File: src/rtl/smb_cfg_pkg.sv
package smb_cfg_pkg;

    // Seven-bit device address; the wire byte is {DEV_ADDR, rw}
    localparam logic [6:0] DEV_ADDR = 7'h6E;
    localparam int         PTR_W    = 7;

    typedef enum logic [2:0] {
        PH_IDLE,
        PH_ADDR,
        PH_CMD,
        PH_WR,
        PH_RD,
        PH_SKIP
    } phase_e;

    // Line events, valid for one block-clock cycle
    typedef struct packed {
        logic start;
        logic stop;
        logic rise;
        logic fall;
        logic sda;
    } bus_evt_t;

    // Write request toward the register bank
    typedef struct packed {
        logic             we;
        logic [PTR_W-1:0] ptr;
        logic [7:0]       wdata;
    } reg_wr_t;

    function automatic logic addr_hit(input logic [7:0] b);
        return b[7:1] == DEV_ADDR;
    endfunction

    // Indexed access when bit 7 set, sequential from zero otherwise
    function automatic logic [PTR_W-1:0] start_ptr(input logic [7:0] cmd);
        return cmd[7] ? cmd[6:0] : '0;
    endfunction

endpackage

File: src/rtl/smb_line_events.sv
module smb_line_events
    import smb_cfg_pkg::*;
(
    input  logic     clk,
    input  logic     rst,
    input  logic     scl,
    input  logic     sda,
    output bus_evt_t evt
);

    logic scl_q, sda_q;

    always_ff @(posedge clk) begin
        if (rst) begin
            scl_q <= 1'b1;
            sda_q <= 1'b1;
        end else begin
            scl_q <= scl;
            sda_q <= sda;
        end
    end

    always_comb begin
        evt.start = scl_q & scl & sda_q & ~sda;
        evt.stop  = scl_q & scl & ~sda_q & sda;
        evt.rise  = ~scl_q & scl;
        evt.fall  = scl_q & ~scl;
        evt.sda   = sda;
    end

endmodule

File: src/rtl/smb_reg_bank.sv
module smb_reg_bank
    import smb_cfg_pkg::*;
#(
    parameter int         NUM_REGS   = 8,
    parameter logic [7:0] RESET_BYTE = 8'hFF
) (
    input  logic                  clk,
    input  logic                  rst,
    input  reg_wr_t               wr,
    input  logic [PTR_W-1:0]      rd_ptr,
    output logic [7:0]            rd_data,
    output logic [NUM_REGS*8-1:0] regs_o
);

    localparam int               IDX_W = (NUM_REGS > 1) ? $clog2(NUM_REGS) : 1;
    localparam logic [PTR_W-1:0] NREG  = PTR_W'(NUM_REGS);

    logic [7:0] mem_q [NUM_REGS];

    always_ff @(posedge clk) begin
        for (int i = 0; i < NUM_REGS; i++) begin
            if (rst)
                mem_q[i] <= RESET_BYTE;
            else if (wr.we && wr.ptr == PTR_W'(i))
                mem_q[i] <= wr.wdata;
        end
    end

    // Offsets outside the bank read as zero
    always_comb begin
        rd_data = '0;
        if (rd_ptr < NREG)
            rd_data = mem_q[rd_ptr[IDX_W-1:0]];
    end

    for (genvar g = 0; g < NUM_REGS; g++) begin : g_flat
        assign regs_o[g*8 +: 8] = mem_q[g];


        reg_hold_chk: assert property (@(posedge clk) disable iff (rst)
            !(wr.we && wr.ptr == PTR_W'(g)) |=> $stable(mem_q[g]));
    end

endmodule

File: src/rtl/smb_xfer_ctrl.sv
module smb_xfer_ctrl
    import smb_cfg_pkg::*;
(
    input  logic             clk,
    input  logic             rst,
    input  bus_evt_t         evt,
    input  logic [7:0]       rd_data,
    output logic [PTR_W-1:0] rd_ptr,
    output reg_wr_t          wr,
    output logic             sda_oe
);

    phase_e           phase_q, nxt_q;
    logic [3:0]       bitcnt_q;
    logic             ack_slot_q, ack_pend_q, oe_q;
    logic [6:0]       rx_sr_q;
    logic [6:0]       tx_sr_q;
    logic [PTR_W-1:0] ptr_q;
    reg_wr_t          wr_q;
    logic [7:0]       rx_byte;

    assign rx_byte = {rx_sr_q, evt.sda};

    always_ff @(posedge clk) begin
        if (rst) begin
            phase_q    <= PH_IDLE;
            nxt_q      <= PH_IDLE;
            bitcnt_q   <= '0;
            ack_slot_q <= 1'b0;
            ack_pend_q <= 1'b0;
            oe_q       <= 1'b0;
            rx_sr_q    <= '0;
            tx_sr_q    <= '0;
            ptr_q      <= '0;
            wr_q       <= '0;
        end else begin
            wr_q.we <= 1'b0;
            if (evt.stop) begin
                phase_q    <= PH_IDLE;
                oe_q       <= 1'b0;
                bitcnt_q   <= '0;
                ack_slot_q <= 1'b0;
            end else if (evt.start) begin
                phase_q    <= PH_ADDR;
                oe_q       <= 1'b0;
                bitcnt_q   <= '0;
                ack_slot_q <= 1'b0;
            end else if (phase_q == PH_IDLE || phase_q == PH_SKIP) begin
                oe_q <= 1'b0;
            end else if (evt.rise) begin
                if (ack_slot_q) begin
                    // Master acknowledge slot of a read: high means stop sending
                    if (phase_q == PH_RD && evt.sda)
                        nxt_q <= PH_SKIP;
                end else if (bitcnt_q != 4'd8) begin
                    rx_sr_q  <= rx_byte[6:0];
                    bitcnt_q <= bitcnt_q + 4'd1;
                    if (bitcnt_q == 4'd7) begin
                        case (phase_q)
                            PH_ADDR: begin
                                ack_pend_q <= addr_hit(rx_byte);
                                if (!addr_hit(rx_byte))
                                    nxt_q <= PH_SKIP;
                                else if (rx_byte[0])
                                    nxt_q <= PH_RD;
                                else
                                    nxt_q <= PH_CMD;
                            end
                            PH_CMD: begin
                                ack_pend_q <= 1'b1;
                                ptr_q      <= start_ptr(rx_byte);
                                nxt_q      <= PH_WR;
                            end
                            PH_WR: begin
                                ack_pend_q <= 1'b1;
                                wr_q       <= '{we: 1'b1, ptr: ptr_q, wdata: rx_byte};
                                ptr_q      <= ptr_q + 7'd1;
                                nxt_q      <= PH_WR;
                            end
                            default: begin
                                ack_pend_q <= 1'b0;
                                nxt_q      <= PH_RD;
                            end
                        endcase
                    end
                end
            end else if (evt.fall) begin
                if (ack_slot_q) begin
                    ack_slot_q <= 1'b0;
                    bitcnt_q   <= '0;
                    phase_q    <= nxt_q;
                    if (nxt_q == PH_RD) begin
                        tx_sr_q <= rd_data[6:0];
                        oe_q    <= ~rd_data[7];
                        ptr_q   <= ptr_q + 7'd1;
                    end else begin
                        oe_q <= 1'b0;
                    end
                end else if (bitcnt_q == 4'd8) begin
                    ack_slot_q <= 1'b1;
                    oe_q       <= ack_pend_q;
                end else if (phase_q == PH_RD && bitcnt_q != 4'd0) begin
                    tx_sr_q <= {tx_sr_q[5:0], 1'b0};
                    oe_q    <= ~tx_sr_q[6];
                end else begin
                    oe_q <= 1'b0;
                end
            end
        end
    end

    assign sda_oe = oe_q;
    assign wr     = wr_q;
    assign rd_ptr = ptr_q;


    quiet_when_idle_chk: assert property (@(posedge clk) disable iff (rst)
        (phase_q == PH_IDLE || phase_q == PH_SKIP) |-> !oe_q);


    pull_in_ack_slot_chk: assert property (@(posedge clk) disable iff (rst)
        (oe_q && phase_q != PH_RD) |-> ack_slot_q);


    stop_to_idle_chk: assert property (@(posedge clk) disable iff (rst)
        evt.stop |=> (phase_q == PH_IDLE && !oe_q));


    start_to_addr_chk: assert property (@(posedge clk) disable iff (rst)
        evt.start |=> (phase_q == PH_ADDR && bitcnt_q == 4'd0));


    write_from_wr_phase_chk: assert property (@(posedge clk) disable iff (rst)
        wr_q.we |-> ($past(phase_q) == PH_WR && $past(evt.rise)));


    bitcnt_range_chk: assert property (@(posedge clk) disable iff (rst)
        bitcnt_q <= 4'd8);

endmodule

File: src/rtl/smb_cfg_slave.sv
module smb_cfg_slave
    import smb_cfg_pkg::*;
#(
    parameter int         NUM_REGS   = 8,
    parameter logic [7:0] RESET_BYTE = 8'hFF
) (
    input  logic                  clk,
    input  logic                  rst,
    input  logic                  scl_i,
    input  logic                  sda_i,
    output logic                  sda_pull_o,
    output logic [NUM_REGS*8-1:0] cfg_o
);

    bus_evt_t         evt;
    reg_wr_t          wr;
    logic [PTR_W-1:0] rd_ptr;
    logic [7:0]       rd_data;

    smb_line_events u_events (
        .clk (clk),
        .rst (rst),
        .scl (scl_i),
        .sda (sda_i),
        .evt (evt)
    );

    smb_xfer_ctrl u_ctrl (
        .clk     (clk),
        .rst     (rst),
        .evt     (evt),
        .rd_data (rd_data),
        .rd_ptr  (rd_ptr),
        .wr      (wr),
        .sda_oe  (sda_pull_o)
    );

    smb_reg_bank #(
        .NUM_REGS   (NUM_REGS),
        .RESET_BYTE (RESET_BYTE)
    ) u_bank (
        .clk     (clk),
        .rst     (rst),
        .wr      (wr),
        .rd_ptr  (rd_ptr),
        .rd_data (rd_data),
        .regs_o  (cfg_o)
    );

endmodule

File: config.mk
export PLATFORM = sky130hd
export DESIGN_NAME = smb_cfg_slave
export DESIGN_NICKNAME = d
export VERILOG_FILES = /design/src/rtl/smb_cfg_pkg.sv /design/src/rtl/smb_line_events.sv /design/src/rtl/smb_reg_bank.sv /design/src/rtl/smb_xfer_ctrl.sv /design/src/rtl/smb_cfg_slave.sv
export SDC_FILE = /design/constraint.sdc
export NUM_CORES = 1
export LEC_CHECK = 0
export CAP_MARGIN = 20
export CORE_MARGIN = 10
export CORE_UTILIZATION = 40
export DETAILED_ROUTE_END_ITERATION = 8
export DONT_BUFFER_PORTS = 1
export GPL_TIMING_DRIVEN = 0
export HOLD_SLACK_MARGIN = 0.1
export MAX_ROUTING_LAYER = met4
export SLEW_MARGIN = 20
export SYNTH_ARGS = -nofsm -noshare
export SYNTH_HDL_FRONTEND = slang
export SYNTH_HIERARCHICAL = 1
export SYNTH_SLANG_ARGS = --single-unit
File: constraint.sdc
create_clock -name clk -period 4.1 [get_ports clk]
set_input_delay 0.82 -clock clk [delete_from_list [all_inputs] [get_ports clk]]
set_output_delay 0.82 -clock clk [all_outputs]
set_load 0.005 [all_outputs]
==> results.yml, run 1 <==
status:
  outcome: "completed"
min_path:
  min-delay-start: "u_ctrl/tx_sr_q[0]"
  hold_depth: 2
  holdPathEnd: "u_ctrl/tx_sr_q[0]"
  hold_path.class: "reg -> reg"
cts:
  numClockSinks: 116
  cts_tree: "done"
  cts_inserted_buffers: 17
  clock_latency_ns: 0.42
  cts_resized: 0
  clk_path_buf_depth: 2
  clock-root-buffer: "clkbuf_16"
  htree_num_levels: 4
  postCtsSetupRepairBufs: 0
  cts_hold_buf: 0
  cts.clk_slew.worst_paths_ns: 0.06
worst_setup_path:
  worstReg2RegEnd: "u_ctrl/sda_oe"
  critPathMaxFanout: 9
  regToRegSetupSlack_ns: 1.03
  worstSetupEndpointType: "flip-flop"
  cp_data_arrival_time_ns: 3.34
  cp.required_ns: 4.37
  crit_type: "reg -> reg"
  r2r_cells: 6
  reg2reg_from: "u_ctrl/rd_ptr[5]"
  start_kind: "flip-flop"
place:
  dpl.cell_count: 673
  hpwl_mm: 10.9
  port_buffers: 0
  finalWeightedCongestion: 0.824
  placed_area_um2: 5720
route:
  dr.pass1.iters: 5
  wl_mm: 14.8
  drtIter0Drc: 380
  wl_per_cell_um: 21.0
  vias_per_cell: 5.56
  ant_nets: 0
  vias: 3923
  drc: 0
die:
  dieArea_um2: 18800
  rows: 42
  die_h_um: 137
  core_area_um2: 13300
  fp.dieW_um: 137
  initial_utilization_pct: 41.2
  io_pins: 69
cells_and_area:
  area_delta_synth_final_pct: 15.0
  final_area_um2: 6320
  regArea_um2: 2960
  fillers: 1231
  layout-drive-gt1-share_pct: 14.9
  diodes: 0
  multi_input_area_um2: 2300
  layout.nets: 523
  final_util_pct: 47.4
  final_cells: 705
sta:
  period_needed_ns: 3.07
  setup_tns_ns: 0
  final-hold-violation-count: 0
  clock-skew-final_ns: 0.00616
  fmax_ghz: 0.325
  tightest_slew_ns: 1.06
  setup_violations: 0
  finalCritPeriodShare_pct: 75.0
  slew_violations: 0
  max_slew_margin_pct: 28.5
  rsz0062_at_grt: "false"
yosys:
  yosysSeqAreaShare_pct: 53.9
  synth_seq_cells: 116
  synth_top_cell_by_area: "edfxtp_1"
  synth_fp_nets: 504
  synth_area_leaders: "edfxtp_1 (35%), dfxtp_1 (19%), mux4_2 (6.6%)"
  yosysTopAreaCellShare_pct: 35.0
  synth.distinct_cells: 57
  netlist_area_um2: 5500
  synth_edf_count: 64
  syn_area_per_cell_um2: 11.1
  netlist_instances: 497
  synth_flop_cell: "edfxtp_1"
  async_reset_ff_share_pct: 0
  synth_warnings: 6
global_route:
  gr-total-overflow: 0
  grt_max_degree: 17
  antenna_found_initial: 0
  grt_util_met1_pct: 21.2
  gr-max-usage-layer: "met2"
  met3_usage_pct: 5.35
  track_usage_pct: 16.8
  grt_pass1_vias: 3857
  grt_pass1_wl_mm: 23.0
  grtUsageMet2_pct: 24.6
job:
  maxCapViolCount: 0
power_and_ir_drop:
  p_leak_nw: 2.07
  ir_drop_uv: 310
  cellPowerDensity_nw_per_um2: 455
## cells in the mapped netlist, types with 4 or more instances
cell      count
nand2_1      74
edfxtp_1     64
nor2_1       58
dfxtp_1      52
mux2i_1      31
a21oi_1      20
inv_1        19
nand3_1      17
mux4_2       16
clkbuf_1     15
o21ai_0      14
nand2b_1     10
a21o_1        9
nor2b_1       7
nor3_1        6
buf_6         5
a211oi_1      4
buf_2         4
buf_4         4
nor3b_1       4
o32ai_1       4
or2_2         4
or3_1         4
## critical path, stage by stage, from the launching register on
cell	delay [ns]
dfxtp_1	0.35
nor4_2	0.93
nand2b_1	0.38
o21ai_0	0.42
nor3b_1	0.09
a2111oi_0	0.64
nor4b_1	0.11
## cells in the final DEF, fill, tap and decap left out, types with 3 or more instances in the layout
cell	synthesis	layout
nand2_1	74	74
edfxtp_1	64	64
nor2_1	58	58
dfxtp_1	52	52
mux2i_1	31	31
a21oi_1	20	20
inv_1	19	19
clkbuf_16	0	17
nand3_1	17	17
mux4_2	16	16
clkbuf_1	15	15
o21ai_0	14	14
nand2b_1	10	10
a21o_1	9	9
nor2b_1	7	7
nor3_1	6	6
buf_6	5	5
buf_2	4	4
or2_2	4	4
buf_4	4	4
nor3b_1	4	4
or3_1	4	4
o32ai_1	4	4
a211oi_1	4	4
inv_6	0	3
clkinv_4	0	3
bufinv_16	0	3
clkinvlp_4	0	3
nand3b_1	3	3
a211oi_2	3	3
nand4_1	3	3
ha_1	3	3
## routing by layer
| metal | vias up | share of wire, % |
|---|---|---|
| li1 | 1828 | - |
| met1 | 1934 | 43 |
| met2 | 144 | 47 |
| met3 | 17 | 8.2 |
| met4 | 0 | 1.6 |
| met5 | - | 0 |
## where the power goes
group	switching, mW	leakage [nW]	internal (mW)
Combinational	0.0576	0.716	0.0273
Sequential	0.0317	1.06	1.26
Clock	0.544	0.288	0.957
Total	0.633	2.07	2.24
## layout make-up
type                            instances  share of cell area [%]
Sequential cell                       116                    46.9
Multi-Input combinational cell        333                    36.3
Clock buffer                           17                    6.73
Tap cell                              176                    3.48
Clock inverter                         15                    2.83
Buffer                                 29                    2.63
Inverter                               19                    1.13
## registers in the layout (all words and copies together) (netlist names), 3 cells and up
name and count:
u_bank/mem_q 64, u_ctrl/bitcnt_q 4, u_ctrl/nxt_q 3, u_ctrl/phase_q 3, u_ctrl/rd_ptr 7, u_ctrl/rx_sr_q 7
u_ctrl/tx_sr_q 7, u_ctrl/wr 16
## cell families after synthesis
group,synth area share (%)
AND/OR/NAND/NOR,20.0
flip-flops,53.9
AO/OA/AOI/OAI,8.40
buffers and inverters,4.32
multiplexers,12.2
XOR/XNOR,0.478
adder cells (fa/ha/maj),0.683
## metrics by stage
| step | worst slack, ns | total power, mW | hold slack (ns) |
|---|---|---|---|
| 6_report | 1.03 | 2.88 | 0.475 |
| 2_1_floorplan | 1.71 | 1.36 | 0.445 |
| 5_1_grt | 0.863 | 2.98 | 0.485 |
| 4_1_cts | 1.03 | 2.91 | 0.472 |
| 3_3_place_gp | 1.10 | 1.40 | 0.457 |
| 3_5_place_dp | 1.08 | 1.40 | 0.462 |
## worst max path at each step
| stage | start | endpoint | slack, ns | depth (start not counted) |
|---|---|---|---|---|
| final | u_ctrl/rd_ptr[5] | u_ctrl/sda_oe | 1.03 | 6 |
| after global routing | u_ctrl/rd_ptr[5] | u_ctrl/sda_oe | 0.86 | 6 |
| after CTS | u_ctrl/rd_ptr[1] | u_ctrl/sda_oe | 1.03 | 8 |
| after detailed placement | u_ctrl/rd_ptr[5] | u_ctrl/sda_oe | 1.08 | 6 |
| after global placement | u_ctrl/rd_ptr[1] | u_ctrl/sda_oe | 1.10 | 8 |
| after floorplan | scl_i | u_ctrl/nxt_q[2] | 1.71 | 6 |
(Power assumes the default switching activity.)
==> inputs of run 2 (changes only) <==
Clock period 4.1 ns to 3 ns, I/O delays scaled along.
==> results.yml, run 2 (synthesized netlist as in run 1, its figures left out) <==
worst_setup_path:
  cp.required_ns: 3.27
  cp_data_arrival_time_ns: 3.01
  start_kind: "flip-flop"
  worstSetupEndpointType: "flip-flop"
  crit_type: "reg -> reg"
  r2r_cells: 8
  critPathMaxFanout: 10
die:
  initial_utilization_pct: 41.2
  dieArea_um2: 18800
  fp.dieW_um: 137
  io_pins: 69
  die_h_um: 137
  rows: 42
  core_area_um2: 13300
cells_and_area:
  diodes: 0
  final_common_cell: "nand2_1"
  largest_reg_flops: 64
  layout.nets: 523
  final_cells: 705
  final_cell_mix: "nand2_1 (74), edfxtp_1 (64), nor2_1 (58), dfxtp_1 (52), mux2i_1 (31)"
  area_delta_synth_final_pct: 15.2
  layout-drive-gt1-share_pct: 15.1
  final_area_um2: 6330
  top_register: "u_bank/mem_q"
cts:
  cts_inserted_buffers: 17
  clock-root-buffer: "clkbuf_16"
  clock_latency_ns: 0.41
  cts_tree: "done"
  cts_hold_buf: 0
  clk_path_buf_depth: 2
  cts.clk_slew.worst_paths_ns: 0.06
  htree_num_levels: 4
  numClockSinks: 116
sta:
  tightest_slew_ns: 0.831
  fmax_ghz: 0.364
  final-hold-violation-count: 0
  setup_violations: 0
  finalCritPeriodShare_pct: 91.6
  slew_violations: 0
  rsz0062_at_grt: "false"
  finalWorstSetupSlack_ns: 0.253
  clock-skew-final_ns: 0.00628
  max_slew_margin_pct: 44.4
  period_needed_ns: 2.75
min_path:
  hold_depth: 1
  hold_path.class: "in -> reg"
place:
  port_buffers: 0
  hpwl_mm: 10.9
  placed_area_um2: 5720
  finalWeightedCongestion: 0.824
  dpl.cell_count: 673
  dp_slack_ns: -0.0211
power_and_ir_drop:
  p_leak_nw: 2.08
  report.power.total_mw: 3.93
  cellPowerDensity_nw_per_um2: 621
  ir_drop_uv: 421
route:
  wl_mm: 14.7
  ant_nets: 0
  wl_per_cell_um: 20.9
  dr.pass1.iters: 7
  drtIter0Drc: 365
  drc: 0
  vias: 3921
  vias_per_cell: 5.56
job:
  maxCapViolCount: 0
global_route:
  grt_pass1_vias: 3853
  grt_max_degree: 17
  grt_pass1_wl_mm: 23.0
  antenna_found_initial: 0
  track_usage_pct: 16.8
  gr-total-overflow: 0
status:
  outcome: "completed"
-- run 2: changes by cell type in the layout (fill, tap and decap cells not counted) --
cell / previous run / this run
clkbuf_1: 15 / 14
nor4_2: 1 / 0
nor4_4: 2 / 3
clkbuf_2: 0 / 1
-- run 2: layout make-up --
cell class / count / area (um^2)
Clock inverter: 15 / 179
Tap cell: 176 / 220
Clock buffer: 17 / 425
Fill cell: 1229 / 7020
Inverter: 19 / 71.3
Sequential cell: 116 / 2960
Multi-Input combinational cell: 333 / 2300
Buffer: 29 / 168
-- run 2: where the power goes --
part | leakage, nW | total (mW) | switching, mW | internal [mW]
registers | 1.06 | 1.77 | 0.0433 | 1.72
clock network | 0.288 | 2.05 | 0.741 | 1.31
logic | 0.725 | 0.116 | 0.0788 | 0.0373
-- run 2: what timing repair did --
action | in CTS | in global routing
buffers inserted | 0 | 0
setup endpoints to repair | 1 | 0
resized for setup | 2 | 0
-- run 2: critical path, cell delays in order (launching register included) --
cell,delay (ns)
dfxtp_1,0.41
clkbuf_1,0.41
clkbuf_2,0.41
mux4_2,0.27
nand3_1,0.07
o21ai_0,0.18
nor3b_1,0.09
a2111oi_0,0.64
nor4b_1,0.11
-- run 2: metrics by stage --
stage               TNS [ns]  hold WS (ns)  util, %
floorplan                  0         0.445        -
global placement           0         0.457     42.8
detailed placement   -0.0211         0.462     42.8
CTS                        0         0.268     47.4
global route               0         0.265     47.4
finish                     0         0.281     47.4
-- run 2: path summary, 6_finish.rpt --
| kind | from | to | slack (ns) |
|---|---|---|---|
| max | u_ctrl/rd_ptr[1] | u_ctrl/sda_oe | 0.25 |
| min | rst | u_events/scl_q | 0.28 |
| max reg2reg | u_ctrl/rd_ptr[1] | u_ctrl/sda_oe | 0.25 |
| min reg2reg | u_ctrl/tx_sr_q[0] | u_ctrl/tx_sr_q[0] | 0.47 |
-- run 2: layer usage --
layer	GRT usage [%]	wire length, um	up-vias
li1	-	-	1827
met1	21.2	6270	1930
met2	24.6	7010	146
met3	5.35	1220	18
met4	6.44	252	0
met5	-	0	-
